[src/rtl/bcd_rtc_pkg.sv]
package bcd_rtc_pkg;
  localparam int unsigned NUM_TIME   = 7;
  localparam int unsigned NUM_FIELDS = 4;
  localparam int unsigned NUM_ALM    = 2;
  localparam int unsigned ALM_BASE   = 7;
  localparam int unsigned CTRL_ADDR  = 15;
  localparam int unsigned STAT_ADDR  = 16;

  localparam int unsigned F_SEC  = 0;
  localparam int unsigned F_MIN  = 1;
  localparam int unsigned F_HOUR = 2;
  localparam int unsigned F_WDAY = 3;
  localparam int unsigned F_MDAY = 4;
  localparam int unsigned F_MON  = 5;
  localparam int unsigned F_YEAR = 6;

  localparam logic [7:0] CTRL_MASK = 8'h87;

  function automatic logic [7:0] bcd_inc(input logic [7:0] v);
    if (v[3:0] == 4'd9) return {v[7:4] + 4'd1, 4'd0};
    return {v[7:4], v[3:0] + 4'd1};
  endfunction

  function automatic logic [7:0] bcd_bin(input logic [7:0] v);
    return 8'(v[7:4]) * 8'd10 + 8'(v[3:0]);
  endfunction

  function automatic logic [7:0] month_last_day(input logic [7:0] mon, input logic [7:0] yr);
    logic [7:0] m;
    logic [7:0] y;
    m = bcd_bin(mon);
    y = bcd_bin(yr);
    case (m)
      8'd2:                    return (y[1:0] == 2'd0) ? 8'h29 : 8'h28;
      8'd4, 8'd6, 8'd9, 8'd11: return 8'h30;
      default:                 return 8'h31;
    endcase
  endfunction

  function automatic logic [7:0] time_mask(input logic [2:0] idx);
    case (idx)
      3'd0, 3'd1, 3'd2: return 8'h7f;
      3'd3:             return 8'h07;
      3'd4:             return 8'h3f;
      3'd5:             return 8'h1f;
      default:          return 8'hff;
    endcase
  endfunction
endpackage

[src/rtl/bcd_rtc_prescaler.sv]
module bcd_rtc_prescaler #(
  parameter int unsigned DIV = 32768
) (
  input  logic clk_i,
  input  logic rst_ni,
  input  logic tick_i,
  input  logic run_i,
  input  logic restart_i,
  output logic step_o
);
  localparam int unsigned CW = (DIV > 1) ? $clog2(DIV) : 1;
  localparam logic [CW-1:0] LAST = CW'(DIV - 1);

  logic [CW-1:0] cnt_q;

  assign step_o = tick_i & run_i & ~restart_i & (cnt_q == LAST);

  always_ff @(posedge clk_i or negedge rst_ni) begin
    if (!rst_ni)               cnt_q <= '0;
    else if (restart_i)        cnt_q <= '0;
    else if (tick_i && run_i)  cnt_q <= (cnt_q == LAST) ? '0 : cnt_q + 1'b1;
  end

  a_r7_restart_zeroes: assert property (@(posedge clk_i) disable iff (!rst_ni)
    restart_i |=> (cnt_q == '0));
  a_r8_halt_holds_phase: assert property (@(posedge clk_i) disable iff (!rst_ni)
    (!run_i && !restart_i) |=> $stable(cnt_q));
endmodule

[src/rtl/bcd_rtc_timekeeper.sv]
module bcd_rtc_timekeeper
  import bcd_rtc_pkg::*;
(
  input  logic                       clk_i,
  input  logic                       rst_ni,
  input  logic                       wr_i,
  input  logic [2:0]                 idx_i,
  input  logic [7:0]                 wdata_i,
  input  logic                       step_i,
  output logic [NUM_TIME-1:0][7:0]   time_o
);
  localparam logic [NUM_TIME-1:0][7:0] RESET_TIME =
    {8'h00, 8'h01, 8'h01, 8'h01, 8'h00, 8'h00, 8'h00};

  logic [NUM_TIME-1:0][7:0] time_q, time_n;
  logic       sec_wrap, min_wrap, day_carry, mday_wrap, mon_wrap;
  logic       pm;
  logic [4:0] h12;
  logic [7:0] h12_inc, hour_adv;

  always_comb begin
    sec_wrap  = time_q[F_SEC] == 8'h59;
    min_wrap  = time_q[F_MIN] == 8'h59;
    mday_wrap = time_q[F_MDAY] == month_last_day(time_q[F_MON], time_q[F_YEAR]);
    mon_wrap  = time_q[F_MON] == 8'h12;
    pm        = time_q[F_HOUR][5];
    h12       = time_q[F_HOUR][4:0];
    h12_inc   = bcd_inc({3'b000, h12});
    day_carry = 1'b0;
    if (time_q[F_HOUR][6]) begin
      // 12h: 11 flips the meridiem, only 11 PM rolls the date
      if (h12 == 5'h12) begin
        h12 = 5'h01;
      end else if (h12 == 5'h11) begin
        h12       = 5'h12;
        day_carry = pm;
        pm        = ~pm;
      end else begin
        h12 = h12_inc[4:0];
      end
      hour_adv = {2'b01, pm, h12};
    end else if (time_q[F_HOUR] == 8'h23) begin
      hour_adv  = 8'h00;
      day_carry = 1'b1;
    end else begin
      hour_adv = bcd_inc(time_q[F_HOUR]);
    end
  end

  always_comb begin
    time_n = time_q;
    if (step_i) begin
      time_n[F_SEC] = sec_wrap ? 8'h00 : bcd_inc(time_q[F_SEC]);
      if (sec_wrap) begin
        time_n[F_MIN] = min_wrap ? 8'h00 : bcd_inc(time_q[F_MIN]);
        if (min_wrap) begin
          time_n[F_HOUR] = hour_adv;
          if (day_carry) begin
            time_n[F_WDAY] = (time_q[F_WDAY] == 8'h07) ? 8'h01 : bcd_inc(time_q[F_WDAY]);
            time_n[F_MDAY] = mday_wrap ? 8'h01 : bcd_inc(time_q[F_MDAY]);
            if (mday_wrap) begin
              time_n[F_MON] = mon_wrap ? 8'h01 : bcd_inc(time_q[F_MON]);
              if (mon_wrap)
                time_n[F_YEAR] = (time_q[F_YEAR] == 8'h99) ? 8'h00 : bcd_inc(time_q[F_YEAR]);
            end
          end
        end
      end
    end
    if (wr_i && idx_i != 3'd7)
      time_n[idx_i] = wdata_i & time_mask(idx_i);
  end

  always_ff @(posedge clk_i or negedge rst_ni) begin
    if (!rst_ni) time_q <= RESET_TIME;
    else         time_q <= time_n;
  end

  assign time_o = time_q;

  a_r7_sec_moves_on_step: assert property (@(posedge clk_i) disable iff (!rst_ni)
    ((time_q[F_SEC] != $past(time_q[F_SEC])) && !$past(wr_i)) |-> $past(step_i));
  a_r4_mode_kept: assert property (@(posedge clk_i) disable iff (!rst_ni)
    ($past(step_i) && !$past(wr_i)) |-> (time_q[F_HOUR][6] == $past(time_q[F_HOUR][6])));
endmodule

[src/rtl/bcd_rtc_alarm.sv]
module bcd_rtc_alarm
  import bcd_rtc_pkg::*;
(
  input  logic                         clk_i,
  input  logic                         rst_ni,
  input  logic                         wr_i,
  input  logic                         acc_i,
  input  logic [1:0]                   idx_i,
  input  logic [7:0]                   wdata_i,
  input  logic [NUM_FIELDS-1:0][6:0]   time_i,
  input  logic                         chk_i,
  input  logic                         sts_wr_i,
  input  logic                         sts_keep_i,
  output logic [NUM_FIELDS-1:0][7:0]   alm_o,
  output logic                         flag_o
);
  logic [NUM_FIELDS-1:0][7:0] alm_q;
  logic [NUM_FIELDS-1:0]      fld_ok;
  logic                       hit, flag_q;

  for (genvar f = 0; f < NUM_FIELDS; f++) begin : g_fld
    assign fld_ok[f] = alm_q[f][7] | (alm_q[f][6:0] == time_i[f]);
  end

  assign hit = chk_i & (&fld_ok);

  always_ff @(posedge clk_i or negedge rst_ni) begin
    if (!rst_ni)   alm_q <= '0;
    else if (wr_i) alm_q[idx_i] <= wdata_i;
  end

  // a new match wins over a same-cycle clear so no event is lost
  always_ff @(posedge clk_i or negedge rst_ni) begin
    if (!rst_ni)                                flag_q <= 1'b0;
    else if (hit)                               flag_q <= 1'b1;
    else if (acc_i || (sts_wr_i && !sts_keep_i)) flag_q <= 1'b0;
  end

  assign alm_o  = alm_q;
  assign flag_o = flag_q;

  a_r9_flag_on_step: assert property (@(posedge clk_i) disable iff (!rst_ni)
    $rose(flag_q) |-> $past(chk_i));
  a_r11_access_clears: assert property (@(posedge clk_i) disable iff (!rst_ni)
    $past(acc_i && !hit) |-> !flag_q);
  a_r12_status_clears: assert property (@(posedge clk_i) disable iff (!rst_ni)
    $past(sts_wr_i && !sts_keep_i && !hit) |-> !flag_q);
endmodule

[src/rtl/bcd_rtc_core.sv]
module bcd_rtc_core
  import bcd_rtc_pkg::*;
#(
  parameter int unsigned DIV    = 32768,
  parameter int unsigned ADDR_W = 5
) (
  input  logic              clk_i,
  input  logic              rst_ni,
  input  logic              tick_i,
  input  logic              wr_en_i,
  input  logic              rd_en_i,
  input  logic [ADDR_W-1:0] addr_i,
  input  logic [7:0]        wdata_i,
  output logic [7:0]        rdata_o,
  output logic              irq_main_no,
  output logic              irq_aux_no
);
  logic [NUM_TIME-1:0][7:0]                  time_v;
  logic [NUM_FIELDS-1:0][6:0]                cmp_time;
  logic [NUM_ALM-1:0][NUM_FIELDS-1:0][7:0]   alm_v;
  logic [NUM_ALM-1:0]                        alm_sel, flags;
  logic [NUM_ALM-1:0][1:0]                   alm_idx;
  logic [7:0] ctrl_q;
  logic time_sel, time_wr, step, stepped_q, ctrl_wr, stat_wr;
  logic main_act, aux_act;

  assign time_sel = addr_i < ADDR_W'(NUM_TIME);
  assign time_wr  = wr_en_i & time_sel;
  assign ctrl_wr  = wr_en_i & (addr_i == ADDR_W'(CTRL_ADDR));
  assign stat_wr  = wr_en_i & (addr_i == ADDR_W'(STAT_ADDR));

  bcd_rtc_prescaler #(.DIV(DIV)) u_presc (
    .clk_i, .rst_ni, .tick_i,
    .run_i(~ctrl_q[7]), .restart_i(time_wr), .step_o(step)
  );

  bcd_rtc_timekeeper u_time (
    .clk_i, .rst_ni, .wr_i(time_wr), .idx_i(addr_i[2:0]),
    .wdata_i, .step_i(step), .time_o(time_v)
  );

  always_ff @(posedge clk_i or negedge rst_ni) begin
    if (!rst_ni) stepped_q <= 1'b0;
    else         stepped_q <= step;
  end

  for (genvar f = 0; f < NUM_FIELDS; f++) begin : g_cmp
    assign cmp_time[f] = time_v[f][6:0];
  end

  for (genvar k = 0; k < NUM_ALM; k++) begin : g_alm
    localparam logic [ADDR_W-1:0] BASE = ADDR_W'(ALM_BASE + NUM_FIELDS * k);
    logic [ADDR_W-1:0] off;
    assign off        = addr_i - BASE;
    assign alm_sel[k] = (addr_i >= BASE) && (addr_i < BASE + ADDR_W'(NUM_FIELDS));
    assign alm_idx[k] = off[1:0];

    bcd_rtc_alarm u_alm (
      .clk_i, .rst_ni,
      .wr_i(wr_en_i & alm_sel[k]),
      .acc_i((wr_en_i | rd_en_i) & alm_sel[k]),
      .idx_i(alm_idx[k]), .wdata_i, .time_i(cmp_time),
      .chk_i(stepped_q), .sts_wr_i(stat_wr), .sts_keep_i(wdata_i[k]),
      .alm_o(alm_v[k]), .flag_o(flags[k])
    );
  end

  always_ff @(posedge clk_i or negedge rst_ni) begin
    if (!rst_ni)      ctrl_q <= 8'h00;
    else if (ctrl_wr) ctrl_q <= wdata_i & CTRL_MASK;
  end

  always_comb begin
    rdata_o = 8'h00;
    if (time_sel) rdata_o = time_v[addr_i[2:0]];
    for (int k = 0; k < NUM_ALM; k++)
      if (alm_sel[k]) rdata_o = alm_v[k][alm_idx[k]];
    if (addr_i == ADDR_W'(CTRL_ADDR)) rdata_o = ctrl_q;
    if (addr_i == ADDR_W'(STAT_ADDR)) rdata_o = 8'(flags);
  end

  assign main_act    = (flags[0] & ctrl_q[0]) | (flags[1] & ctrl_q[1] & ~ctrl_q[2]);
  assign aux_act     = flags[1] & ctrl_q[1] & ctrl_q[2];
  assign irq_main_no = ~main_act;
  assign irq_aux_no  = ~aux_act;

  a_r10_main_needs_flag: assert property (@(posedge clk_i) disable iff (!rst_ni)
    !irq_main_no |-> (|flags));
  a_r10_aux_needs_route: assert property (@(posedge clk_i) disable iff (!rst_ni)
    !irq_aux_no |-> (ctrl_q[2] && flags[1]));
  a_r8_halt_freezes: assert property (@(posedge clk_i) disable iff (!rst_ni)
    (ctrl_q[7] && !time_wr) |=> $stable(time_v));
endmodule

[config.mk]
export PLATFORM = sky130hd
export DESIGN_NAME = bcd_rtc_core
export DESIGN_NICKNAME = d
export VERILOG_FILES = /design/src/rtl/bcd_rtc_pkg.sv /design/src/rtl/bcd_rtc_prescaler.sv /design/src/rtl/bcd_rtc_timekeeper.sv /design/src/rtl/bcd_rtc_alarm.sv /design/src/rtl/bcd_rtc_core.sv
export SDC_FILE = /design/constraint.sdc
export NUM_CORES = 1
export LEC_CHECK = 0
export CORE_UTILIZATION = 50
export CTS_BUF_LIST = sky130_fd_sc_hd__clkbuf_8
export DETAILED_ROUTE_END_ITERATION = 16
export GPL_ROUTABILITY_DRIVEN = 0
export PLACE_DENSITY_LB_ADDON = 0.25
export SYNTH_ARGS = -nofsm -noshare
export SYNTH_HDL_FRONTEND = slang
export SYNTH_SLANG_ARGS = --single-unit
[constraint.sdc]
create_clock -name clk_i -period 5.25 [get_ports clk_i]
set_input_delay 1.575 -clock clk_i [delete_from_list [all_inputs] [get_ports clk_i]]
set_output_delay 1.575 -clock clk_i [all_outputs]
set_load 0.005 [all_outputs]
---- Word level (Yosys, flattened, before mapping) ----
Index checks and enable logic that the tools add are counted.
W data, S select, Z words.
cells by class
  $add $sub $neg .......................... 20
  mux-type cells .......................... 101
  $mul .................................... 2
  equality and inequality tests ........... 38
  reductions and logical operators ........ 22
  order comparisons ....................... 11
  bitwise operators ....................... 33
operators by type and width
  kind                   number
  $mux W8                35
  $mux W56               2
  $bwmux W32             2
  $add A4 B1 Y4 const B  14
  $bwmux W56             1
  $eq A7 B7 Y1           8
  $mux W48               1
  $mux W15               3
  $mux W1                42
  $mux W40               1
  $bmux W8 S2            2
  $demux W8 S2           2
  $mux W32               1
  $pmux W8 S4            1
  $eq A4 B4 Y1 const B   7
  $bmux W8 S3            1
  $demux W8 S3           1
  $eq A8 B3 Y1 const B   3
  $mux W5                4
  $and A1 B1 Y1          16
  $eq A8 B4 Y1 const B   2
  $eq A8 B7 Y1 const B   2
  $mux W16               1
  $pmux W8 S2            1
  39 further kinds       74
storage, ports and cells
  input port bits ......................... 18
  bits in registers ....................... 142

---- Logic depth before layout (Yosys ltp) ----
Gate-level depths: netlist of run 1.
  word-level depth ........................ 21
  gate-level depth with buffers ........... 12

---- Modules after synthesis ----
Synthesis of run 1 repeated with hierarchy kept, for this count alone.
second synthesis, totals
  cell total of the unflattened synthesis .. 939
  area, all modules ....................... 9665.5 µm²
modules (own cells, without submodules)
  module              area an instance (µm²)  instances  cells each
  bcd_rtc_timekeeper  4121.5                  1          481
  bcd_rtc_alarm       1574.0                  2          109
  bcd_rtc_core        1536.5                  1          142
  bcd_rtc_prescaler   859.6                   1          98

---- Worst setup path after synthesis of run 1 ----
Ideal clock, no wire load.
  kind .................................... input port to output port
  start ................................... input addr_i[1]
  end ..................................... output rdata_o[1]
  path buffers ............................ 3
  setup slack ............................. -85 ps
  stages .................................. 9
  arrival ................................. 3760 ps
  cells stage by stage .................... clkbuf_1 > inv_1 > ha_1 > clkbuf_1 > buf_1 > mux4_2 > nor2_1 > nor3_1 > a221o_1
on the way
  cells in the longest elaborated chain, start to end .. 7
  elaborated cells on any way between the ends .. 22
  classes of those cells .................. 2 x add/sub; 5 x order compare; 2 x eq/ne; 11 x mux; 2 x reduce/logical
RTL lines
  item                                                 RTL line                                source
  start, declared                                      bcd_rtc_core.sv:12                      input logic [ADDR_W-1:0] addr_i,
  $sub A2 B2 Y2 / $bmux W8 S3 (equally long branches)  bcd_rtc_core.sv:54, bcd_rtc_core.sv:75
  $bmux W8 S2 / $mux W8 (equally long branches)        bcd_rtc_core.sv:77, bcd_rtc_core.sv:75
  $mux W8 (on tied branches)                           bcd_rtc_core.sv:77, bcd_rtc_core.sv:75
  $mux W8 (2 in series)                                bcd_rtc_core.sv:77                      if (alm_sel[k]) rdata_o = alm_v[k][alm_idx[k]];
  $mux W8                                              bcd_rtc_core.sv:78                      if (addr_i == ADDR_W'(CTRL_ADDR)) rdata_o = ctrl_q;
  $mux W8 *                                            bcd_rtc_core.sv:79                      if (addr_i == ADDR_W'(STAT_ADDR)) rdata_o = 8'(flags);
  end, declared                                        bcd_rtc_core.sv:14                      output logic [7:0] rdata_o,
Every way passes the cells marked *; elsewhere a longest branch is shown, timed or not. The select of a mux whose other input is x is not followed.

---- Worst setup path after layout of run 1 ----
  start ................................... input addr_i[1]
  end ..................................... output rdata_o[3]
The elaborated chain is that of the path after synthesis.

==> results by group, run 1 <==
Pwr
  • Leakage: 4.59 nW
  • PD cells: approximately 320 nW/µm²
  • Max IR drop VDD: approximately 180 µV
  • Tot Pwr: roughly 0.0035 W

Worst setup path
  • CP Launch Type: input port
  • Critical path capture point type: primary output
  • CP Data Required Time: between 3000 and 4000 ps
  • Reg2Reg Depth: 11
  • CP cell instances: clkdlybuf4s15_2, buf_6, ha_4, o21a_1, mux2i_1, nor2_1, buf_4, buf_12, a221oi_2, nor3_2, clkdlybuf4s50_1
  • Highest-delay cell along the critical path: clkdlybuf4s50_1
  • Arrival time worst endpoint: 3710 ps
  • Critical Path Max Stage Delay: 450 ps
  • CP max FO: 8
  • Crit path kind: input port to primary output

Timing
  • RSZ-0062 raised after global routing: true
  • Least-Margin Pin Slew: between 900 and 1000 ps
  • Slew margin rel.: between 30% and 40%
  • Setup ws final: -31.7 ps
  • FMAX: ~190 MHz
  • Fin crit period: 5280 ps
  • Max-slew violation count: 0
  • # setup viols final: 1
  • Fin. Hold Viols: 0
  • Clock skew: 14.6 ps
  • Fin crit share: 101%

Routing
  • Drt drc: 0
  • Via count: 8,309
  • Post-DR wirelength/cell: 22.0 µm
  • Vias per inst: between 6 and 7
  • Final ANT Viol Nets: 0
  • Drt total wl: 28.6 mm
  • First-iteration detailed-routing DRC count: roughly 860
  • Drt pass-1 iters: 5

Die
  • Die height: 140 µm
  • Starting Density: 50.9%
  • Top Ports: 28
  • Row cnt: 50
  • Die area: around 20,000 µm²
  • Core area: around 19,000 µm²
  • Die Wd: 140 µm

Global route
  • Vias in the first global route: ~8,000
  • First-pass GRT wire length: 44.8 mm
  • Largest net degree at the start of global routing: 98
  • GRT Total Usage: 30.4%
  • Initial antenna violation count: 0
  • Grt ovf: 0

Clock tree
  • TritonCTS clock tree: yes
  • Clk_lat worst skew: 470 ps
  • Clock slew at reported path FFs: 90 ps
  • Num Clock Sinks: 142
  • CTS max path bufs: 2
  • Root Driver: clkbuf_8
  • Hold Buf Count CTS: 0
  • CTS buffer count: 17
  • H-tree levels: 4

Logic synthesis
  • Main synth FF type: dfrtp_1
  • Area leader, netlist: dfrtp_1
  • Syn Area/Cell: 9.48 µm²
  • Warnings, synthesis: 0
  • Post-synth EDFFs: 0
  • Async set-reset flop share out of synthesis: 100%
  • Synth top area share: 36.6%
  • Unique masters post-synth: 71
  • Yosys reg bits: 142
  • Synthesized instance count: 1,004
  • Synth area leaders: dfrtp_1 (37%), mux2_2 (8.8%), ha_1 (4.9%)
  • Mapped cell area: between 9000 and 10,000 µm²
  • Synth Net Count: 1,061
  • Sequential fraction of the synthesis area: 37.4%

Layout
  • Final #Nets: 1,108
  • Antenna fix cells: 0
  • Fraction of layout cells with a size suffix above 1: 20.7%
  • Fin util: a little under three fifths
  • Area Overhead vs Synth: 13.1%
  • Post-Layout Inst Area: 10,800 µm²

Flow run
  • MaxCap Viol Count: 0

Placed design
  • Setup WS pre-CTS: -457 ps
  • Placed cell areas: 10,300 µm²
  • Port Buffers: 27
  • Dpl hpwl: 21.1 mm

Hold path
  • Hold crit path type: flop to flop
  • WHS Path Cells: 1

Run status
  • Violated checks: setup timing
  • Status: finished, violations left
-- critical path: cells and delay by family --
family / cells / cell delay [ps]
buffers and inverters: 5 / 1130
AOI/OAI and AO/OA: 2 / 450
and+or+nand+nor: 2 / 200
muxes: 1 / 180
adders and majority gates: 1 / 160
-- cell families (layout without fill, tap and decap cells) --
family | after synthesis | count (layout) | share of synthesized area [%]
AO/OA/AOI/OAI | 208 | 208 | 14.0
AND/OR/NAND/NOR | 346 | 346 | 18.3
adder cells (fa/ha/maj) | 39 | 39 | 5.29
multiplexers | 106 | 106 | 14.5
XOR/XNOR | 74 | 74 | 6.81
flip-flops | 142 | 142 | 37.4
buffers and inverters | 89 | 149 | 3.71
-- cell type report --
type,instances,area (µm²)
fillers,1588,7940
flip-flops and latches,142,3560
well taps,234,293
repair buffers,90,761
inverters,27,101
clock buffers,17,234
clock inverters,15,126
multi-input cells,773,5690
-- cell usage after synthesis (3+ instances only) --
| master | count |
|---|---|
| xor2_1 | 37 |
| nand4_1 | 10 |
| inv_1 | 27 |
| nor2b_1 | 9 |
| nand3b_1 | 10 |
| nand4b_1 | 4 |
| a211oi_1 | 9 |
| nor4_1 | 19 |
| and3_1 | 13 |
| o211ai_1 | 8 |
| and2_1 | 6 |
| a311oi_1 | 3 |
| or2_2 | 4 |
| o21a_1 | 7 |
| xnor2_1 | 37 |
| mux4_2 | 18 |
| o221ai_1 | 3 |
| a21boi_0 | 4 |
| a21oi_1 | 40 |
| o311ai_0 | 3 |
| o31ai_1 | 6 |
| mux2_2 | 74 |
| buf_2 | 3 |
| dfstp_2 | 3 |
| or4_1 | 3 |
| o22ai_1 | 13 |
| o21ai_0 | 66 |
| a41oi_1 | 6 |
| buf_1 | 4 |
| dfrtp_1 | 139 |
| nor4b_1 | 3 |
| clkbuf_1 | 53 |
| nor2_1 | 87 |
| nand3_1 | 38 |
| a221oi_1 | 6 |
| or3_1 | 5 |
| nor3_1 | 32 |
| mux2i_1 | 14 |
| a31oi_1 | 9 |
| ha_1 | 37 |
| nand2b_1 | 9 |
| nand2_1 | 80 |
| a21o_1 | 3 |
-- placed cells by master (no fill, tap or decap), types with 8 or more instances in the layout --
cell type	synthesis	routed
nand2b_1	9	9
mux2_2	74	74
ha_1	37	35
clkdlybuf4s50_1	0	15
clkbuf_8	0	17
and3_1	13	13
xor2_1	37	37
nand2_1	80	78
nor2b_1	9	9
a31oi_1	9	9
a21oi_1	40	40
o21ai_0	66	65
nor4_1	19	19
nor2_1	87	87
xnor2_1	37	37
o211ai_1	8	8
nand3b_1	10	10
nor3_1	32	29
nand4_1	10	10
dfrtp_1	139	139
inv_1	27	27
mux4_2	18	18
mux2i_1	14	14
o22ai_1	13	13
buf_4	0	58
nand3_1	38	38
-- timing repair --
item,4_1_cts,5_1_grt
resized for setup,22,14
gates cloned,1,0
setup endpoints to repair,8,7
pin swaps,4,3
setup buffers,2,3
-- report_power, final --
group | switching, W | internal, W
Combinational | 0.000466 | 0.000512
Sequential | 0.000351 | 0.00130
Clock | 0.000492 | 0.000341
-- stage by stage --
stage / std cells / hold slack [ps] / setup TNS, ps
3_5_place_dp: 1261 / 497 / -3280
6_report: 1298 / 519 / -31.7
5_1_grt: 1298 / 548 / -94.6
4_1_cts: 1296 / 516 / -92.7
2_1_floorplan: 1004 / 460 / 0
3_3_place_gp: 1261 / 485 / -3380
-- registers in the layout (all words and copies together) (netlist names) --
| name | cells |
|---|---|
| u_time.time_o | 56 |
| ctrl_q | 4 |
| stepped_q | 1 |
| g_alm.u_alm.flag_o | 2 |
| g_alm.u_alm.alm_o | 64 |
| u_presc.cnt_q | 15 |
-- path summary, 6_finish.rpt --
path / startpoint / endpoint / slack (ps)
min in group asynchronous: rst_ni / u_presc.cnt_q[13] / 1180
setup / recovery: addr_i[1] / rdata_o[3] / -30
setup reg to reg: u_time.time_o[45] / u_time.time_o[41] / 1190
max in group asynchronous: rst_ni / u_time.time_o[40] / 3070
hold / removal: u_presc.cnt_q[3] / u_presc.cnt_q[3] / 520
hold reg to reg: u_presc.cnt_q[3] / u_presc.cnt_q[3] / 520
-- metal layers --
metal  track usage, %  vias up  part of all wire (%)
met1             41.0     4009                    41
met3             5.85      105                   8.3
li1                 -     3776                     -
met5                0        -                     0
met4             15.9        0                   4.9
met2             46.7      419                    45
No activity file was read; power rests on OpenSTA's default activity.
==> run 2, diff against run 1 <==
REMOVE_ABC_BUFFERS = 1   (was unset)
==> results by group, run 2 (same netlist as run 1, synthesis figures left out) <==
Timing
  • FMAX: 193 MHz (+2.0%)
  • RSZ-0062 raised after global routing: true
  • Setup ws final: 72.0 ps (+104 ps)
  • Slew margin rel.: 25.9% (-7.6 points)
  • Least-Margin Pin Slew: 1110 ps (+112 ps)
  • Sum Neg Setup Slack: 0 ps (+31.7 ps)
  • # setup viols final: 0 (-1)
  • Fin crit share: 98.6% (-2.0 points)
  • Max-slew violation count: 0 (unchanged)
  • Fin crit period: 5180 ps (-104 ps)
  • Clock skew: 15.9 ps (+1.25 ps)
  • Fin. Hold Viols: 0 (unchanged)

Pwr
  • PD cells: 330 nW/µm² (+2.7%)
  • Max IR drop VDD: 268 µV (+46%)
  • Leakage: 4.71 nW (+2.6%)

Worst setup path
  • CP max FO: 9 (+1)
  • Arrival time worst endpoint: 3600 ps (-110 ps)
  • CP Data Required Time: 3680 ps (about the same)
  • Highest-delay cell along the critical path: mux4_2
  • CP delay by family, top: buffers and inverters
  • Crit path buffers/inverters: 4 (-1)
  • Crit path kind: input port to primary output
  • Critical Path Max Stage Delay: 500 ps (+50 ps)
  • CP cell instances: buf_2, inv_1, ha_4, buf_6, mux4_2, nand2_1, nand3_1, o21ai_0, a21oi_1, clkdlybuf4s50_1
  • Critical path capture point type: primary output
  • CP Launch Type: input port

Routing
  • Drt drc: 0 (unchanged)
  • Drt pass-1 iters: 6 (+1)
  • First-iteration detailed-routing DRC count: 849 (-1.0%)
  • Post-DR wirelength/cell: 22.9 µm (+3.8%)
  • Final ANT Viol Nets: 0 (unchanged)
  • Via count: 8,422 (+1.4%)
  • Vias per inst: 6.40 (about the same)
  • Drt total wl: 30.1 mm (+5.2%)

Clock tree
  • TritonCTS clock tree: yes
  • Root Driver: clkbuf_8
  • CTS max path bufs: 2 (unchanged)
  • Hold Buf Count CTS: 0 (unchanged)
  • Num Clock Sinks: 142 (unchanged)
  • H-tree levels: 4 (unchanged)
  • Clk_lat worst skew: 490 ps (+20 ps)
  • CTS buffer count: 17 (unchanged)
  • Clock slew at reported path FFs: 80 ps (about the same)

Die
  • Die Wd: 140 µm (unchanged)
  • Top Ports: 28 (unchanged)
  • Die height: 140 µm (unchanged)
  • Row cnt: 50 (unchanged)
  • Die area: 19,600 µm² (unchanged)
  • Starting Density: 50.9% (unchanged)
  • Core area: 18,700 µm² (unchanged)

Flow run
  • MaxCap Viol Count: 0 (unchanged)

Hold path
  • Hold crit path type: flop to flop

Global route
  • Grt ovf: 0 (unchanged)
  • GRT Total Usage: 31.6% (+1.2 points)
  • Initial antenna violation count: 0 (unchanged)
  • Largest net degree at the start of global routing: 86 (-12%)
  • First-pass GRT wire length: 46.7 mm (+4.2%)
  • Vias in the first global route: 8,009 (+2.5%)

Layout
  • Fill count: 1,649 (+3.8%)
  • Final #Nets: 1,125 (+1.5%)
  • Max reg flops: 64 (unchanged)
  • Most frequent cells in the layout: dfrtp_1 (139), nor2_1 (86), nand2_1 (80)
  • Non-filler instance count after layout: 1,315 (+1.3%)
  • Commonest non-fill, non-tap cell in the layout: dfrtp_1
  • Fraction of layout cells with a size suffix above 1: 21.5% (+0.78 points)
  • Fin util: 58.4% (+0.88 points)
  • Antenna fix cells: 0 (unchanged)
  • Area Overhead vs Synth: 14.9%

Run status
  • Status: complete, no violations

Placed design
  • Port Buffers: 27 (unchanged)
  • Dpl hpwl: 22.0 mm (+4.4%)
  • Setup WS pre-CTS: -526 ps (-69.3 ps)
  • Dpl cells: 1,269 (+0.63%)
==> run 2: through the flow <==
step / total power [W] / cell area, µm² / hold WS [ps]
after CTS: 0.00358 / 10800 / 515
after global placement: 0.00259 / 10300 / 488
after detailed placement: 0.00263 / 10300 / 498
final: 0.00361 / 10900 / 510
after global routing: 0.00376 / 10900 / 543
after floorplan: 0.00220 / 9270 / 460
==> run 2: final timing paths <==
| kind | startpoint | to | slack, ps | cells past startpoint |
|---|---|---|---|---|
| worst max-delay path | addr_i[0] | rdata_o[7] | 70 | 10 |
| worst min-delay path | u_presc.cnt_q[3] | u_presc.cnt_q[3] | 510 | 1 |
| worst max register to register | u_time.time_o[45] | u_time.time_o[41] | 1200 | 11 |
| worst min register to register | u_presc.cnt_q[3] | u_presc.cnt_q[3] | 510 | 1 |
| max in group asynchronous | rst_ni | u_time.time_o[40] | 3180 | 2 |
| min in group asynchronous | rst_ni | u_time.time_o[16] | 1130 | 1 |
==> run 2: cell type report <==
type	instances	area (µm²)	area share, %
multi-input cells	773	5670	51.8
flip-flops and latches	142	3560	32.5
repair buffers	107	887	8.12
well taps	234	293	2.68
clock buffers	17	234	2.14
clock inverters	15	193	1.76
inverters	27	101	0.927
==> run 2: timing repair <==
item	in CTS	in global routing
pin swaps	0	4
endpoints found under the setup margin	8	7
gates cloned	1	2
buffers inserted	3	8
endpoints found under the hold margin	0	0
gates resized for setup	19	15
==> run 2: per-layer routing <==
layer  GRT usage (%)  share of wire (%)
met2            48.7                 45
met4            14.9                4.7
met1            42.2                 42
met3            7.49                8.5
met5               0                  0
==> run 2: worst reg2reg max path, stage by stage (launching register included) <==
cell      delay, ps
dfrtp_1         490
ha_1            340
ha_1            220
fa_1            420
xor2_1          240
nor4b_1         270
a211oi_1        130
a211oi_1        250
mux2_2          470
or3_1           420
or4b_1          530
a31oi_1         200
==> run 2: power by group <==
group	switching, W	internal, W	leakage (nW)
clock network	0.000539	0.000408	0.214
registers	0.000375	0.00130	1.79
logic	0.000471	0.000518	2.70
total	0.00138	0.00222	4.71
==> run 3, diff against run 2 <==
CORE_MARGIN = 4   (was unset)
CTS_CLUSTER_SIZE = 30   (was unset)
==> results by group, run 3 (same netlist as run 1, synthesis figures left out) <==
Placed design
  • Port Buffers: 27 (unchanged)
  • Setup WS pre-CTS: -548 ps (-22.2 ps)
  • Dpl cells: 1,265 (-0.32%)
  • Dpl hpwl: 21.6 mm (-2.0%)
  • Placed cell areas: 10,300 µm² (-0.17%)

Routing
  • Drt total wl: 29.8 mm (-1.1%)
  • Drt pass-1 iters: 6 (unchanged)
  • First-iteration detailed-routing DRC count: 966 (+14%)
  • Post-DR wirelength/cell: 22.9 µm (about the same)
  • Drt drc: 0 (unchanged)
  • Final ANT Viol Nets: 0 (unchanged)
  • Vias per inst: 6.43 (+0.35%)
  • Via count: 8,355 (-0.80%)

Worst setup path
  • RR Startpoint: u_time.time_o[45]
  • CP max FO: 10 (+1)
  • Critical Path Start: addr_i[0]
  • Reg2Reg Depth: 11 (unchanged)
  • RR Endpoint: u_time.time_o[33]
  • Crit path kind: input port to primary output
  • CP Data Required Time: 3680 ps (about the same)
  • Critical path capture point type: primary output
  • Critical Path End: rdata_o[1]
  • Arrival time worst endpoint: 3670 ps (+70 ps)
  • CP Launch Type: input port
  • R2R setup slack: 1250 ps (+50 ps)

Layout
  • Fraction of layout cells with a size suffix above 1: 20.6% (-0.82 points)
  • Max reg flops: 64 (unchanged)
  • Most frequent cells in the layout: dfrtp_1 (139), nor2_1 (86), nand2_1 (79)
  • Commonest non-fill, non-tap cell in the layout: dfrtp_1
  • Post-Layout Inst Area: 10,800 µm² (-0.88%)
  • Non-filler instance count after layout: 1,300 (-1.1%)
  • Antenna fix cells: 0 (unchanged)
  • Area Overhead vs Synth: 13.8%
  • Final #Nets: 1,110 (-1.3%)

Die
  • Die area: 21,300 µm² (+8.8%)
  • Die height: 146 µm (+4.3%)
  • Row cnt: 50 (unchanged)
  • Top Ports: 28 (unchanged)
  • Die Wd: 146 µm (+4.3%)
  • Starting Density: 50.9% (unchanged)
  • Core area: 18,700 µm² (unchanged)

Timing
  • # setup viols final: 0 (unchanged)
  • FMAX: 191 MHz (-1.3%)
  • Slew margin rel.: 18.7% (-7.2 points)
  • Least-Margin Pin Slew: 1210 ps (+108 ps)
  • Fin crit share: 100% (+1.3 points)
  • Fin. Hold Viols: 0 (unchanged)
  • RSZ-0062 raised after global routing: true
  • Clock skew: 17.4 ps (+1.55 ps)
  • Fin crit period: 5250 ps (+70.5 ps)
  • Setup ws final: 1.53 ps (-70.5 ps)
  • Max-slew violation count: 0 (unchanged)

Clock tree
  • CTS buffer count: 17 (unchanged)
  • Clk_lat worst skew: 480 ps (about the same)
  • H-tree levels: 4 (unchanged)
  • Root Driver: clkbuf_8
  • TritonCTS clock tree: yes
  • CTS max path bufs: 2 (unchanged)
  • Clock slew at reported path FFs: 90 ps (about the same)
  • Num Clock Sinks: 142 (unchanged)
  • Hold Buf Count CTS: 0 (unchanged)

Global route
  • First-pass GRT wire length: 46.8 mm (+0.10%)
  • Largest net degree at the start of global routing: 90 (+4.7%)
  • GRT Total Usage: 28.2% (-3.5 points)
  • Grt ovf: 0 (unchanged)
  • Vias in the first global route: 8,099 (+1.1%)
  • Initial antenna violation count: 0 (unchanged)

Pwr
  • Tot Pwr: 0.00362 W (+0.32%)
  • PD cells: 334 nW/µm² (+1.2%)
  • Leakage: 4.61 nW (-2.1%)
  • Max IR drop VDD: 248 µV (-7.5%)

Flow run
  • MaxCap Viol Count: 0 (unchanged)

Hold path
  • Hold crit path type: flop to flop

Run status
  • Status: complete, no violations
-- run 3: cell types whose count changed in the layout (fill, tap and decap cells not counted), moves of 3 or more --
cell,before,now
clkinv_8,4,1
buf_4,72,57
clkdlybuf4s50_1,15,18
dlygate4sd2_1,4,1
-- run 3: layout make-up --
cell class	count	area, µm²
clock buffer	19	262
clock inverter	13	168
fill	1609	7870
inverter	27	101
multi-input combinational	773	5660
sequential	142	3560
tap	234	293
timing repair buffer	92	792
-- run 3: layer usage --
layer	global-route usage (%)	share of wire (%)	vias up
li1	-	-	3774
met1	38.4	42	4073
met2	42.1	44	389
met3	5.42	7.9	119
met4	16.2	6.3	0
met5	0	0	-
-- run 3: worst min path at each step --
stage / start / endpoint / slack (ps) / cells after the start
finish: u_presc.cnt_q[1] / u_presc.cnt_q[1] / 510 / 2
floorplan: stepped_q / g_alm[1].u_alm.flag_o / 460 / 1
detailed placement: u_presc.cnt_q[1] / u_presc.cnt_q[1] / 490 / 2
global placement: u_presc.cnt_q[1] / u_presc.cnt_q[1] / 490 / 2
global route: u_presc.cnt_q[5] / u_presc.cnt_q[5] / 530 / 1
CTS: u_presc.cnt_q[5] / u_presc.cnt_q[5] / 510 / 1
-- run 3: critical path: stages --
cell and delay, ps:
buf_2 190, buf_6 200, buf_12 120, mux4_2 510, mux2i_1 210, a221oi_2 90
nor3_1 140, a221o_1 130, clkdlybuf4s50_1 500
-- run 3: per-stage QoR --
stage | util (%) | TNS [ps] | hold WS [ps]
floorplan | - | 0 | 460
global placement | 55.1 | -3770 | 485
detailed placement | 55.1 | -3800 | 494
CTS | 57.7 | 0 | 514
global route | 57.9 | -162 | 527
finish | 57.9 | 0 | 512
-- run 3: power by group --
part	leakage [nW]	internal, W	switching [W]
logic	2.60	0.000511	0.000458
clock network	0.215	0.000467	0.000505
registers	1.79	0.00130	0.000381
total	4.61	0.00228	0.00134
-- run 3: timing repair --
action	in CTS	in global routing
endpoints found under the setup margin	8	7
resized for setup	19	13
buffers inserted	0	1
gates cloned	1	1
pin swaps	2	6
